$ cat src/rtl/alu_pkg.sv
package alu_pkg;

  typedef enum logic [3:0] {
    OP_ADD  = 4'd0,
    OP_SUB  = 4'd1,
    OP_AND  = 4'd2,
    OP_OR   = 4'd3,
    OP_NOR  = 4'd4,
    OP_XOR  = 4'd5,
    OP_SRL  = 4'd6,
    OP_SLL  = 4'd7,
    OP_SRA  = 4'd8,
    OP_HIGH = 4'd9
  } aluOp_e;

  typedef enum logic [1:0] {
    LG_AND = 2'd0,
    LG_OR  = 2'd1,
    LG_NOR = 2'd2,
    LG_XOR = 2'd3
  } logicFn_e;

  typedef struct packed {
    logic n;
    logic z;
    logic v;
    logic c;
  } flags_t;

  typedef struct packed {
    logic     arithEn;
    logic     isSub;
    logic     logicEn;
    logicFn_e logicFn;
    logic     shiftEn;
    logic     shLeft;
    logic     shArith;
    logic     highEn;
    logic     wrNZ;
    logic     wrVC;
  } strobe_t;

endpackage

$ cat src/rtl/alu_ctrl.sv
module alu_ctrl
  import alu_pkg::*;
(
  input  logic [3:0] opSel,
  input  logic       setCodes,
  output strobe_t    strobe
);

  always_comb begin
    strobe = '0;
    strobe.logicFn = LG_AND;
    case (opSel)
      OP_ADD: strobe.arithEn = 1'b1;
      OP_SUB: begin
        strobe.arithEn = 1'b1;
        strobe.isSub   = 1'b1;
      end
      OP_AND: begin
        strobe.logicEn = 1'b1;
        strobe.logicFn = LG_AND;
      end
      OP_OR: begin
        strobe.logicEn = 1'b1;
        strobe.logicFn = LG_OR;
      end
      OP_NOR: begin
        strobe.logicEn = 1'b1;
        strobe.logicFn = LG_NOR;
      end
      OP_XOR: begin
        strobe.logicEn = 1'b1;
        strobe.logicFn = LG_XOR;
      end
      OP_SRL: strobe.shiftEn = 1'b1;
      OP_SLL: begin
        strobe.shiftEn = 1'b1;
        strobe.shLeft  = 1'b1;
      end
      OP_SRA: begin
        strobe.shiftEn = 1'b1;
        strobe.shArith = 1'b1;
      end
      OP_HIGH: strobe.highEn = 1'b1;
      default: ;
    endcase
    strobe.wrNZ = setCodes & (strobe.arithEn | strobe.logicEn);
    strobe.wrVC = setCodes & strobe.arithEn;
  end

endmodule

$ cat src/rtl/alu_datapath.sv
module alu_datapath
  import alu_pkg::*;
#(
  parameter int DATA_W = 32,
  parameter int HIGH_W = 22
) (
  input  strobe_t                     strobe,
  input  logic [DATA_W-1:0]           opA,
  input  logic [DATA_W-1:0]           opB,
  input  logic                        useImm,
  input  logic [$clog2(DATA_W)-1:0]   shiftImm,
  input  logic [HIGH_W-1:0]           highImm,
  output logic [DATA_W-1:0]           result,
  output flags_t                      flagsNext
);

  localparam int SH_W  = $clog2(DATA_W);
  localparam int LOW_W = DATA_W - HIGH_W;

  // adder / subtractor
  logic [DATA_W-1:0] bEff;
  logic [DATA_W:0]   sumWide;
  logic [DATA_W-1:0] sumVal;
  logic              carryOut;
  logic              arithV;
  logic              arithC;

  assign bEff     = strobe.isSub ? ~opB : opB;
  assign sumWide  = {1'b0, opA} + {1'b0, bEff} + {{DATA_W{1'b0}}, strobe.isSub};
  assign sumVal   = sumWide[DATA_W-1:0];
  assign carryOut = sumWide[DATA_W];
  assign arithC   = strobe.isSub ? ~carryOut : carryOut;
  assign arithV   = (opA[DATA_W-1] == bEff[DATA_W-1]) &&
                    (sumVal[DATA_W-1] != opA[DATA_W-1]);

  // bitwise logic
  logic [DATA_W-1:0] logicVal;
  always_comb begin
    case (strobe.logicFn)
      LG_AND:  logicVal = opA & opB;
      LG_OR:   logicVal = opA | opB;
      LG_NOR:  logicVal = ~(opA | opB);
      default: logicVal = opA ^ opB;
    endcase
  end

  // barrel shifter: one right-shift core, left shifts by bit reversal
  logic [SH_W-1:0]   shAmt;
  logic              fillBit;
  logic [DATA_W-1:0] shIn;
  logic [DATA_W-1:0] shCore;
  logic [DATA_W-1:0] shiftVal;
  logic [DATA_W-1:0] stage [0:SH_W];

  assign shAmt   = useImm ? shiftImm : opB[SH_W-1:0];
  assign fillBit = strobe.shArith & opA[DATA_W-1];

  always_comb begin
    for (int i = 0; i < DATA_W; i++) begin
      shIn[i] = strobe.shLeft ? opA[DATA_W-1-i] : opA[i];
    end
  end

  assign stage[0] = shIn;

  for (genvar s = 0; s < SH_W; s++) begin : g_shStage
    localparam int STEP = 1 << s;
    assign stage[s+1] = shAmt[s] ? {{STEP{fillBit}}, stage[s][DATA_W-1:STEP]}
                                 : stage[s];
  end

  assign shCore = stage[SH_W];

  always_comb begin
    for (int i = 0; i < DATA_W; i++) begin
      shiftVal[i] = strobe.shLeft ? shCore[DATA_W-1-i] : shCore[i];
    end
  end

  // result select
  always_comb begin
    if (strobe.arithEn)      result = sumVal;
    else if (strobe.logicEn) result = logicVal;
    else if (strobe.shiftEn) result = shiftVal;
    else if (strobe.highEn)  result = {highImm, {LOW_W{1'b0}}};
    else                     result = '0;
  end

  assign flagsNext.n = result[DATA_W-1];
  assign flagsNext.z = (result == '0);
  assign flagsNext.v = arithV;
  assign flagsNext.c = arithC;

endmodule

$ cat src/rtl/alu_flag_reg.sv
module alu_flag_reg
  import alu_pkg::*;
(
  input  logic   clk,
  input  logic   rstN,
  input  logic   wrNZ,
  input  logic   wrVC,
  input  flags_t flagsNext,
  output flags_t flagsQ
);

  always_ff @(posedge clk or negedge rstN) begin
    if (!rstN) begin
      flagsQ <= '0;
    end else begin
      if (wrNZ) begin
        flagsQ.n <= flagsNext.n;
        flagsQ.z <= flagsNext.z;
      end
      if (wrVC) begin
        flagsQ.v <= flagsNext.v;
        flagsQ.c <= flagsNext.c;
      end
    end
  end

endmodule

$ cat src/rtl/alu_cc.sv
module alu_cc
  import alu_pkg::*;
#(
  parameter int DATA_W = 32,
  parameter int HIGH_W = 22
) (
  input  logic                      clk,
  input  logic                      rstN,
  input  logic [DATA_W-1:0]         opA,
  input  logic [DATA_W-1:0]         opB,
  input  logic [3:0]                opSel,
  input  logic                      setCodes,
  input  logic                      useImm,
  input  logic [$clog2(DATA_W)-1:0] shiftImm,
  input  logic [HIGH_W-1:0]         highImm,
  output logic [DATA_W-1:0]         result,
  output logic                      flagN,
  output logic                      flagZ,
  output logic                      flagV,
  output logic                      flagC
);

  strobe_t strobe;
  flags_t  flagsNext;
  flags_t  flagsQ;

  alu_ctrl u_ctrl (
    .opSel    (opSel),
    .setCodes (setCodes),
    .strobe   (strobe)
  );

  alu_datapath #(
    .DATA_W (DATA_W),
    .HIGH_W (HIGH_W)
  ) u_datapath (
    .strobe    (strobe),
    .opA       (opA),
    .opB       (opB),
    .useImm    (useImm),
    .shiftImm  (shiftImm),
    .highImm   (highImm),
    .result    (result),
    .flagsNext (flagsNext)
  );

  alu_flag_reg u_flags (
    .clk       (clk),
    .rstN      (rstN),
    .wrNZ      (strobe.wrNZ),
    .wrVC      (strobe.wrVC),
    .flagsNext (flagsNext),
    .flagsQ    (flagsQ)
  );

  assign flagN = flagsQ.n;
  assign flagZ = flagsQ.z;
  assign flagV = flagsQ.v;
  assign flagC = flagsQ.c;

endmodule

$ cat config.mk
export PLATFORM = sky130hd
export DESIGN_NAME = alu_cc
export DESIGN_NICKNAME = d
export VERILOG_FILES = /design/src/rtl/alu_pkg.sv /design/src/rtl/alu_ctrl.sv /design/src/rtl/alu_datapath.sv /design/src/rtl/alu_flag_reg.sv /design/src/rtl/alu_cc.sv
export SDC_FILE = /design/constraint.sdc
export NUM_CORES = 1
export LEC_CHECK = 0
export CAP_MARGIN = 20
export CORE_ASPECT_RATIO = 2
export CORE_MARGIN = 1.5
export CORE_UTILIZATION = 35
export DETAILED_ROUTE_END_ITERATION = 10
export DONT_BUFFER_PORTS = 1
export GPL_TIMING_DRIVEN = 1
export PLACE_DENSITY = 0.49
export SETUP_SLACK_MARGIN = 0.5
export SYNTH_ARGS = -nofsm -noshare
export SYNTH_HDL_FRONTEND = slang
export SYNTH_HIERARCHICAL = 1
export SYNTH_SLANG_ARGS = --single-unit
$ cat constraint.sdc
create_clock -name clk -period 7.2 [get_ports clk]
set_input_delay 0.36 -clock clk [delete_from_list [all_inputs] [get_ports clk]]
set_output_delay 0.36 -clock clk [all_outputs]
set_load 0.01 [all_outputs]
==> results.toml, run 1 <==
[route]
wl_mm = 44.93
routed_via_density = 6.876
route.vias.total = 9887
drc = 0
dr.pass1.iters = 6
antenna_left = 0
drtIter0Drc = 742
routedWlPerCell_um = 31.25

[min_path]
hp-class = "input port to asynchronous set/reset pin"

[cts]
clk_pin_slew_ps = 30
htreeDepth = 1
clock_sinks = 4
numCtsBuffers = 3
cts_setup_buffers = 0
cts_resized = 0
cts_root_buffer = "clkbuf_16"
cts_tree = "done"
clk_latency_ps = 220
clockBufferDepth = 2

[global_routing]
grt_max_degree = 87
grt_use_total_pct = 34.81
antenna_found_initial = 0
grt_overflow = 0
grt_pass1_wl_mm = 65.04
grt_pass1_vias = 9947

[sta]
hold_violations = 0
final-setup-viol-count = 0
tns_ps = 0
tightest_slew_ps = 1081
rsz0062_at_grt = "false"
skew_ps = 0
max_clock_freq_mhz = 176.9
period_share_pct = 78.51
setup_ws_ps = 1548
fin_crit_ps = 5652
final_max_slew_viol_count = 0
slew_headroom_pct = 27.04

[yosys]
ys_warn_count = 6
yosysMostFrequentCell = "mux2i_1"
synthMuxAreaShare_pct = 22.22
synth_enable_flop_cells = 0
synth_fa_ha_area_share_pct = 14.53
yosys.area_share.simple_pct = 17.54
ys_seq_area_share_pct = 1.179
synth-async-reset-ratio_pct = 100.0
synth_top_area_cell = "ha_1"
ys_seq_elements = 4
syn_nets = 1405
synth-xor-area-share_pct = 5.570
synth_top_family_by_area = "compound AO/OA/AOI/OAI gates"
synth_flop_cell = "dfrtp_1"
synthCells = 1208
synth_top_area_share_pct = 14.29
synth_compound_area_share_pct = 30.31
synth.distinct_cells = 76
syn_avg_cell_area_sq_um = 7.029
synth_common_cells = "mux2i_1 (117), nand2_1 (108), nor2_1 (104)"
synth_area_sq_um = 8491
synthTopCellsByArea = "ha_1 (14%), mux2i_1 (14%), a21oi_1 (5.7%), nand2_1 (4.8%), nor2_1 (4.6%)"

[outcome]
status = "complete, no violations"

[floorplanning]
ios = 135
die_y_um = 223.3
die_w_um = 113.1
core_sq_um = 23820
start_util_pct = 35.64
die_area_sq_um = 25260
fp-row-count = 80

[power]
max-vdd-ir-drop_mv = 0.08944
power.leakage_nw = 3.771
power_uw = 927.7
powerDensity_nw_per_um2 = 105.4

[final_layout]
largest-register = "u_flags/flagsQ"
fin_nets = 1350
largestRegisters = "u_flags/flagsQ: 4 flops"
drive_gt1_share_pct = 7.819
insertedDiodeCount = 0
syn_to_final_growth_pct = 3.610
largest_register_ffs = 4

[placed_design]
gp_congestion = 1.029
hpwl_mm = 36.14
portBuffers = 0
pre_cts_ws_ps = 1464

[setup_path]
reg2reg_setup_slack_ps = 6400
r2r_end = "u_flags/flagsQ[2]$_DFFE_PN0P_"
cp.arrival_ps = 5810
crit_required_ps = 7360
crit_chain = "nand3b_1 > nor2_4 > mux2i_1 > mux2i_1 > mux2i_1 > a22oi_1 > a221oi_1 > nand3_1 > a2111oi_0 > o2111ai_1 > or4_1 > or3_1 > nor4_2 > mux2_2"
crit_path_start_kind = "input port"
path_depth = 14
cp-end-kind = "flip-flop"
worstRegToRegCells = 1
path_class = "input port to flip-flop"
rr_startpoint = "u_flags/flagsQ[2]$_DFFE_PN0P_"
crit_buf_inv = 0
max_stage_delay_ps = 760
crit_family = "simple AND/OR/NAND/NOR gates"
path_max_fanout = 31
cpMaxStageDelayCell = "nor2_4"
worst_path_most_repeated_cell = "mux2i_1"

[run]
drv_cap = 0
[cells by family after synthesis]
group	after synthesis
simple gates	327
xor+xnor	54
fa+ha+maj	98
compound gates	385
flops	4
mux	161
buf+inv	179
[per-layer routing]
| layer | vias up | wire length, um | share of wire, % | track usage, % |
|---|---|---|---|---|
| met3 | 191 | 3026 | 6.7 | 6.031 |
| met5 | - | 0 | 0 | 0 |
| li1 | 4381 | - | - | - |
| met2 | 555 | 23250 | 52 | 65.38 |
| met4 | 0 | 4443 | 9.9 | 26.53 |
| met1 | 4760 | 14210 | 32 | 32.70 |
[cell usage in the layout, fill, tap and decap left out, types with 11 or more instances in the layout]
cell type	synthesis	layout
mux2i_1	117	115
ha_1	97	97
a22oi_1	11	11
a21o_1	13	13
a31oi_1	13	13
a21oi_1	97	97
nand2_1	108	108
xor2_1	41	41
nor3_1	21	21
mux4_2	17	17
o22ai_1	18	18
buf_4	7	21
xnor2_1	13	13
mux2_2	22	22
o221ai_1	13	13
o211ai_1	22	22
a211o_1	11	11
o21ai_0	66	66
nor2_1	104	102
nand2b_1	12	12
inv_1	94	94
a221oi_1	14	14
nand3_1	26	26
a211oi_1	31	31
[what timing repair did]
action / in CTS / in global routing
endpoints found under the hold margin: 4 / 0
setup endpoints to repair: 0 / 0
hold buffers: 1 / 0
[cell type report]
cell class,count,area (sq um)
Timing Repair Buffer,24,192.7
Multi-Input combinational cell,1025,7714
Inverter,95,356.6
Clock buffer,3,75.07
Sequential cell,4,100.1
Fill cell,2593,15030
Tap cell,287,359.1
[where the power goes]
part           switching (mW)  internal (mW)
combinational           0.532          0.277
sequential            0.00505         0.0273
clock                  0.0149         0.0709
total                   0.552          0.375
[stage by stage]
stage | util (%) | hold slack [ps] | instance area, sq um | std cells
after global placement | 36.55 | 64.50 | 8707 | 1433
after global routing | 36.93 | 428.9 | 8797 | 1438
after detailed placement | 36.55 | 64.49 | 8707 | 1433
after floorplan | - | 64.41 | 8491 | 1208
after CTS | 36.91 | 410.4 | 8792 | 1437
final | 36.93 | 408.6 | 8797 | 1438
[how the worst max path moves through the flow]
stage | startpoint | to | slack [ps]
after floorplan | opSel[1] | u_flags/flagsQ[2]$_DFFE_PN0P_ | 2240
after global placement | opSel[2] | u_flags/flagsQ[2]$_DFFE_PN0P_ | 1470
after detailed placement | opSel[2] | u_flags/flagsQ[2]$_DFFE_PN0P_ | 1460
after CTS | opSel[2] | u_flags/flagsQ[2]$_DFFE_PN0P_ | 1680
after global routing | opSel[3] | u_flags/flagsQ[2]$_DFFE_PN0P_ | 1470
final | opSel[3] | u_flags/flagsQ[2]$_DFFE_PN0P_ | 1550
Power figures use the tool's default switching activity.
==> inputs of run 2 (changes only) <==
clock period = 5.7 ns   (was 7.2 ns; I/O delays follow)
==> results.toml, run 2 (synthesis results as in run 1) <==
[global_routing]
grt_use_total_pct = 35.81
grt_pass1_wl_mm = 65.85
grt_max_degree = 51
grt_pass1_vias = 9927
antenna_found_initial = 2
grt_overflow = 0

[route]
dr.pass1.iters = 6
antenna_left = 0
drc = 0
routedWlPerCell_um = 31.64
drtIter0Drc = 758
route.vias.total = 9929
routed_via_density = 6.718
wl_mm = 46.77

[cts]
clockBufferDepth = 2
clk_pin_slew_ps = 40
clock_sinks = 4
htreeDepth = 1
cts_resized = 0
numCtsBuffers = 3
cts_tree = "done"
cts_root_buffer = "clkbuf_16"
clk_latency_ps = 230

[power]
intPower_uw = 502.7
p_clk_share_pct = 9.4
powerDensity_nw_per_um2 = 134.1
power_mw = 1.220
power.leakage_nw = 3.961
pwr-share-comb_pct = 87.2
pwr-share-seq_pct = 3.4
switchingPower_uw = 717.3
switching_share_pct = 58.79
max-vdd-ir-drop_mv = 0.1189

[sta]
slew_headroom_pct = 27.54
final-setup-viol-count = 0
skew_ps = 0
hold_ws_ps = 372.2
setup_ws_ps = 553.2
max_clock_freq_mhz = 194.3
final_max_slew_viol_count = 0
rsz0062_at_grt = "false"
hold_violations = 0
period_share_pct = 90.30
tightest_slew_ps = 1082
fin_crit_ps = 5147
tns_ps = 0

[final_layout]
drive_gt1_share_pct = 10.77
largest_register_ffs = 4
mostFrequentLayoutCell = "mux2i_1"
layout_common_cells = "mux2i_1 (115), nand2_1 (108), nor2_1 (102)"
largest-register = "u_flags/flagsQ"
syn_to_final_growth_pct = 7.191
fin_nets = 1388
largestRegisters = "u_flags/flagsQ: 4 flops"

[floorplanning]
die_w_um = 113.1
start_util_pct = 35.64
die_area_sq_um = 25260
ios = 135
die_y_um = 223.3
fp-row-count = 80
core_sq_um = 23820

[setup_path]
cp-end-kind = "flip-flop"
path_max_fanout = 10
crit_path_start_kind = "input port"
path_class = "input port to flip-flop"
cp.arrival_ps = 5320
crit_required_ps = 5870

[placed_design]
portBuffers = 0
hpwl_mm = 38.15
gp_congestion = 1.053
pre_cts_ws_ps = 385.4

[outcome]
status = "complete, no violations"

[run]
drv_cap = 0

[min_path]
hp-class = "input port to asynchronous set/reset pin"
==> run 2: cell types whose count changed in the layout (fill, tap and decap cells not counted) <==
cell	change
clkbuf_2	-1
nor2_2	+1
buf_12	+1
buf_4	+37
diode_2	+2
==> run 2: layer usage <==
layer | up-vias | wire length (um) | global-route usage, %
li1 | 4452 | - | -
met2 | 487 | 24280 | 67.59
met4 | 2 | 5250 | 29.68
met5 | - | 13 | 0
met3 | 197 | 2650 | 5.270
met1 | 4791 | 14570 | 32.95
==> run 2: final timing paths <==
path | from | end | slack (ps) | cells past startpoint
worst max-delay path | opSel[3] | u_flags/flagsQ[2]$_DFFE_PN0P_ | 550 | 15
worst min-delay path | rstN | u_flags/flagsQ[0]$_DFFE_PN0P_ | 370 | 1
max in group asynchronous | rstN | u_flags/flagsQ[3]$_DFFE_PN0P_ | 5090 | 1
worst min register to register | u_flags/flagsQ[3]$_DFFE_PN0P_ | u_flags/flagsQ[3]$_DFFE_PN0P_ | 570 | 1
worst max register to register | u_flags/flagsQ[2]$_DFFE_PN0P_ | u_flags/flagsQ[2]$_DFFE_PN0P_ | 4840 | 1
min in group clk | setCodes | u_flags/flagsQ[0]$_DFFE_PN0P_ | 390 | 2
==> run 2: timing repair <==
action | 4_1_cts | 5_1_grt
endpoints found under the hold margin | 4 | 0
endpoints found under the setup margin | 0 | 1
setup buffers | 0 | 3
hold buffers | 1 | 0
==> run 2: metrics by stage <==
stage                     utilization [%]  cells  cell area, sq um
after detailed placement            37.65   1468              8970
after CTS                           38.01   1472              9055
after floorplan                         -   1208              8491
final                               38.20   1478              9101
after global routing                38.19   1477              9099
after global placement              37.65   1468              8970
==> run 2: final cells by class <==
| cell class | count | area (sq um) |
|---|---|---|
| diodes | 2 | 5.005 |
| inverters | 95 | 356.6 |
| multi-input cells | 1026 | 7720 |
| well taps | 287 | 359.1 |
| repair buffers | 61 | 485.5 |
| flip-flops and latches | 4 | 100.1 |
| clock buffers | 3 | 75.07 |
| fillers | 2655 | 14720 |
==> run 2: power by group through the flow <==
| stage | Sequential (mW) | Clock [mW] | Combinational, mW |
|---|---|---|---|
| final | 0.0410 | 0.115 | 1.06 |
| after global routing | 0.0417 | 0.120 | 1.12 |
| after CTS | 0.0412 | 0.116 | 1.03 |
| after detailed placement | 0.0416 | 0 | 1.02 |
| after global placement | 0.0415 | 0 | 1.03 |
| after floorplan | 0.0402 | 0 | 0.691 |
==> run 2: critical path, stage by stage <==
cell       delay (ps)
nand3b_1          420
nor2_2            740
mux2i_1           310
mux2i_1           100
buf_4             210
mux2i_1           530
o32ai_1           240
a2111oi_0         430
a21oi_1           250
nor4_1            330
nand4b_1          160
or4_1             590
or3_1             380
nor4_2            140
mux2_2            180
==> inputs of run 3 (changes only) <==
CORE_MARGIN = not set   (was 1.5)
==> results.toml, run 3 (synthesis results as in run 1) <==
[outcome]
status = "complete, but fails checks"
violations = "DRC"

[final_layout]
drive_gt1_share_pct = 11.58
syn_to_final_growth_pct = 8.179
largest_register_ffs = 4
fillers = 2640
final_core_util_pct = 38.56
mostFrequentLayoutCell = "mux2i_1"
layout_common_cells = "mux2i_1 (115), nand2_1 (108), nor2_1 (102)"
largestRegisters = "u_flags/flagsQ: 4 flops"
multiInputGateArea_sq_um = 7714
fin_nets = 1399
largest-register = "u_flags/flagsQ"
stdcell_count = 1489
regArea_sq_um = 100.1
final_cell_area_sq_um = 9185

[global_routing]
grt_pass1_wl_mm = 66.18
grt_overflow = 0
use_met2_pct = 67.34
grt_pass1_vias = 9984
use_met3_pct = 6.628
grt_use_total_pct = 36.49
antenna_found_initial = 2
grt_max_degree = 51
grtUsageMet1_pct = 32.31
busiest_layer = "met2"

[sta]
final_max_slew_viol_count = 0
max_clock_freq_mhz = 199.8
period_share_pct = 87.79
tns_ps = 0
tightest_slew_ps = 1225
final-setup-viol-count = 0
hold_violations = 0
skew_ps = 0
rsz0062_at_grt = "false"
slew_headroom_pct = 17.85
fin_crit_ps = 5004
hold_ws_ps = 333.8
setup_ws_ps = 695.9

[placed_design]
placed_cells = 1477
pre_cts_ws_ps = 231.0
hpwl_mm = 38.50
post_dp_cell_area_sq_um = 9036
portBuffers = 0
gp_congestion = 1.024

[cts]
htreeDepth = 1
clk_pin_slew_ps = 30
numCtsBuffers = 3
clock_sinks = 4
cts_tree = "done"
clockBufferDepth = 2
clk_latency_ps = 220
cts_root_buffer = "clkbuf_16"

[route]
dr.pass1.iters = 8
drc = 6
drtIter0Drc = 728
route.vias.total = 9941
antenna_left = 0
routed_via_density = 6.676
wl_mm = 46.41
routedWlPerCell_um = 31.17

[setup_path]
reg2reg_setup_slack_ps = 4900
crit_required_ps = 5860
crit_path_start_kind = "input port"
cp.arrival_ps = 5160
path_max_fanout = 7
cp-end-kind = "flip-flop"
path_class = "input port to flip-flop"

[min_path]
hp-class = "input port to asynchronous set/reset pin"

[run]
drv_cap = 0

[power]
powerDensity_nw_per_um2 = 133.3
power_mw = 1.224
power.leakage_nw = 4.024
max-vdd-ir-drop_mv = 0.1917

[floorplanning]
fp-row-count = 80
die_area_sq_um = 24920
start_util_pct = 35.64
ios = 135
die_w_um = 112.1
core_sq_um = 23820
die_y_um = 222.3
[run 3: cell count changes in the layout (fill, tap and decap cells not counted)]
cell / delta
buf_4: +12
a2111oi_0: +1
a2111oi_1: -1
and2_2: -1
and2_4: +1
nor2_2: -1
o311ai_0: -1
o311ai_1: +1
[run 3: area by class of cell]
| cell class | instances | share of cell area (%) |
|---|---|---|
| tap | 287 | 3.910 |
| clock buffer | 3 | 0.8173 |
| sequential | 4 | 1.090 |
| multi-input combinational | 1025 | 83.98 |
| antenna | 2 | 0.05449 |
| timing repair buffer | 73 | 6.266 |
| inverter | 95 | 3.882 |
[run 3: report_power, final]
| part | leakage [nW] | total, mW | switching (mW) | internal (mW) |
|---|---|---|---|---|
| Sequential | 0.0522 | 0.0407 | 0.00624 | 0.0344 |
| Combinational | 3.94 | 1.08 | 0.688 | 0.387 |
| Clock | 0.0370 | 0.108 | 0.0185 | 0.0895 |
[run 3: worst max-delay path, cell delays in order]
cell and delay, ps:
nand3b_1 210, nor2_4 160, buf_12 140, mux2i_1 590
mux2i_1 230, mux2i_1 390, a22oi_1 280, o21ai_0 580
o211ai_1 420, nor3_2 260, o2111ai_1 150, or4_1 570
or3_1 380, nor4_2 280, mux2_2 220
[run 3: worst paths after layout]
kind | startpoint | to | depth (start not counted)
setup reg to reg | u_flags/flagsQ[2]$_DFFE_PN0P_ | u_flags/flagsQ[2]$_DFFE_PN0P_ | 1
hold reg to reg | u_flags/flagsQ[1]$_DFFE_PN0P_ | u_flags/flagsQ[1]$_DFFE_PN0P_ | 1
max in group asynchronous | rstN | u_flags/flagsQ[0]$_DFFE_PN0P_ | 1
setup / recovery | opSel[3] | u_flags/flagsQ[2]$_DFFE_PN0P_ | 15
hold / removal | rstN | u_flags/flagsQ[2]$_DFFE_PN0P_ | 1
min in group clk | setCodes | u_flags/flagsQ[1]$_DFFE_PN0P_ | 2
[run 3: repair_timing]
item	4_1_cts	5_1_grt
setup buffers	6	0
setup endpoints to repair	1	1
gates resized for setup	0	1
hold endpoints to repair	4	0
pin swaps	1	0
hold buffers	1	0
[run 3: metal layers]
layer  wire, um  up-vias
met5          0        -
met4       5564        0
met3       2946      200
met2      23800      503
met1      14100     4759
li1           -     4479
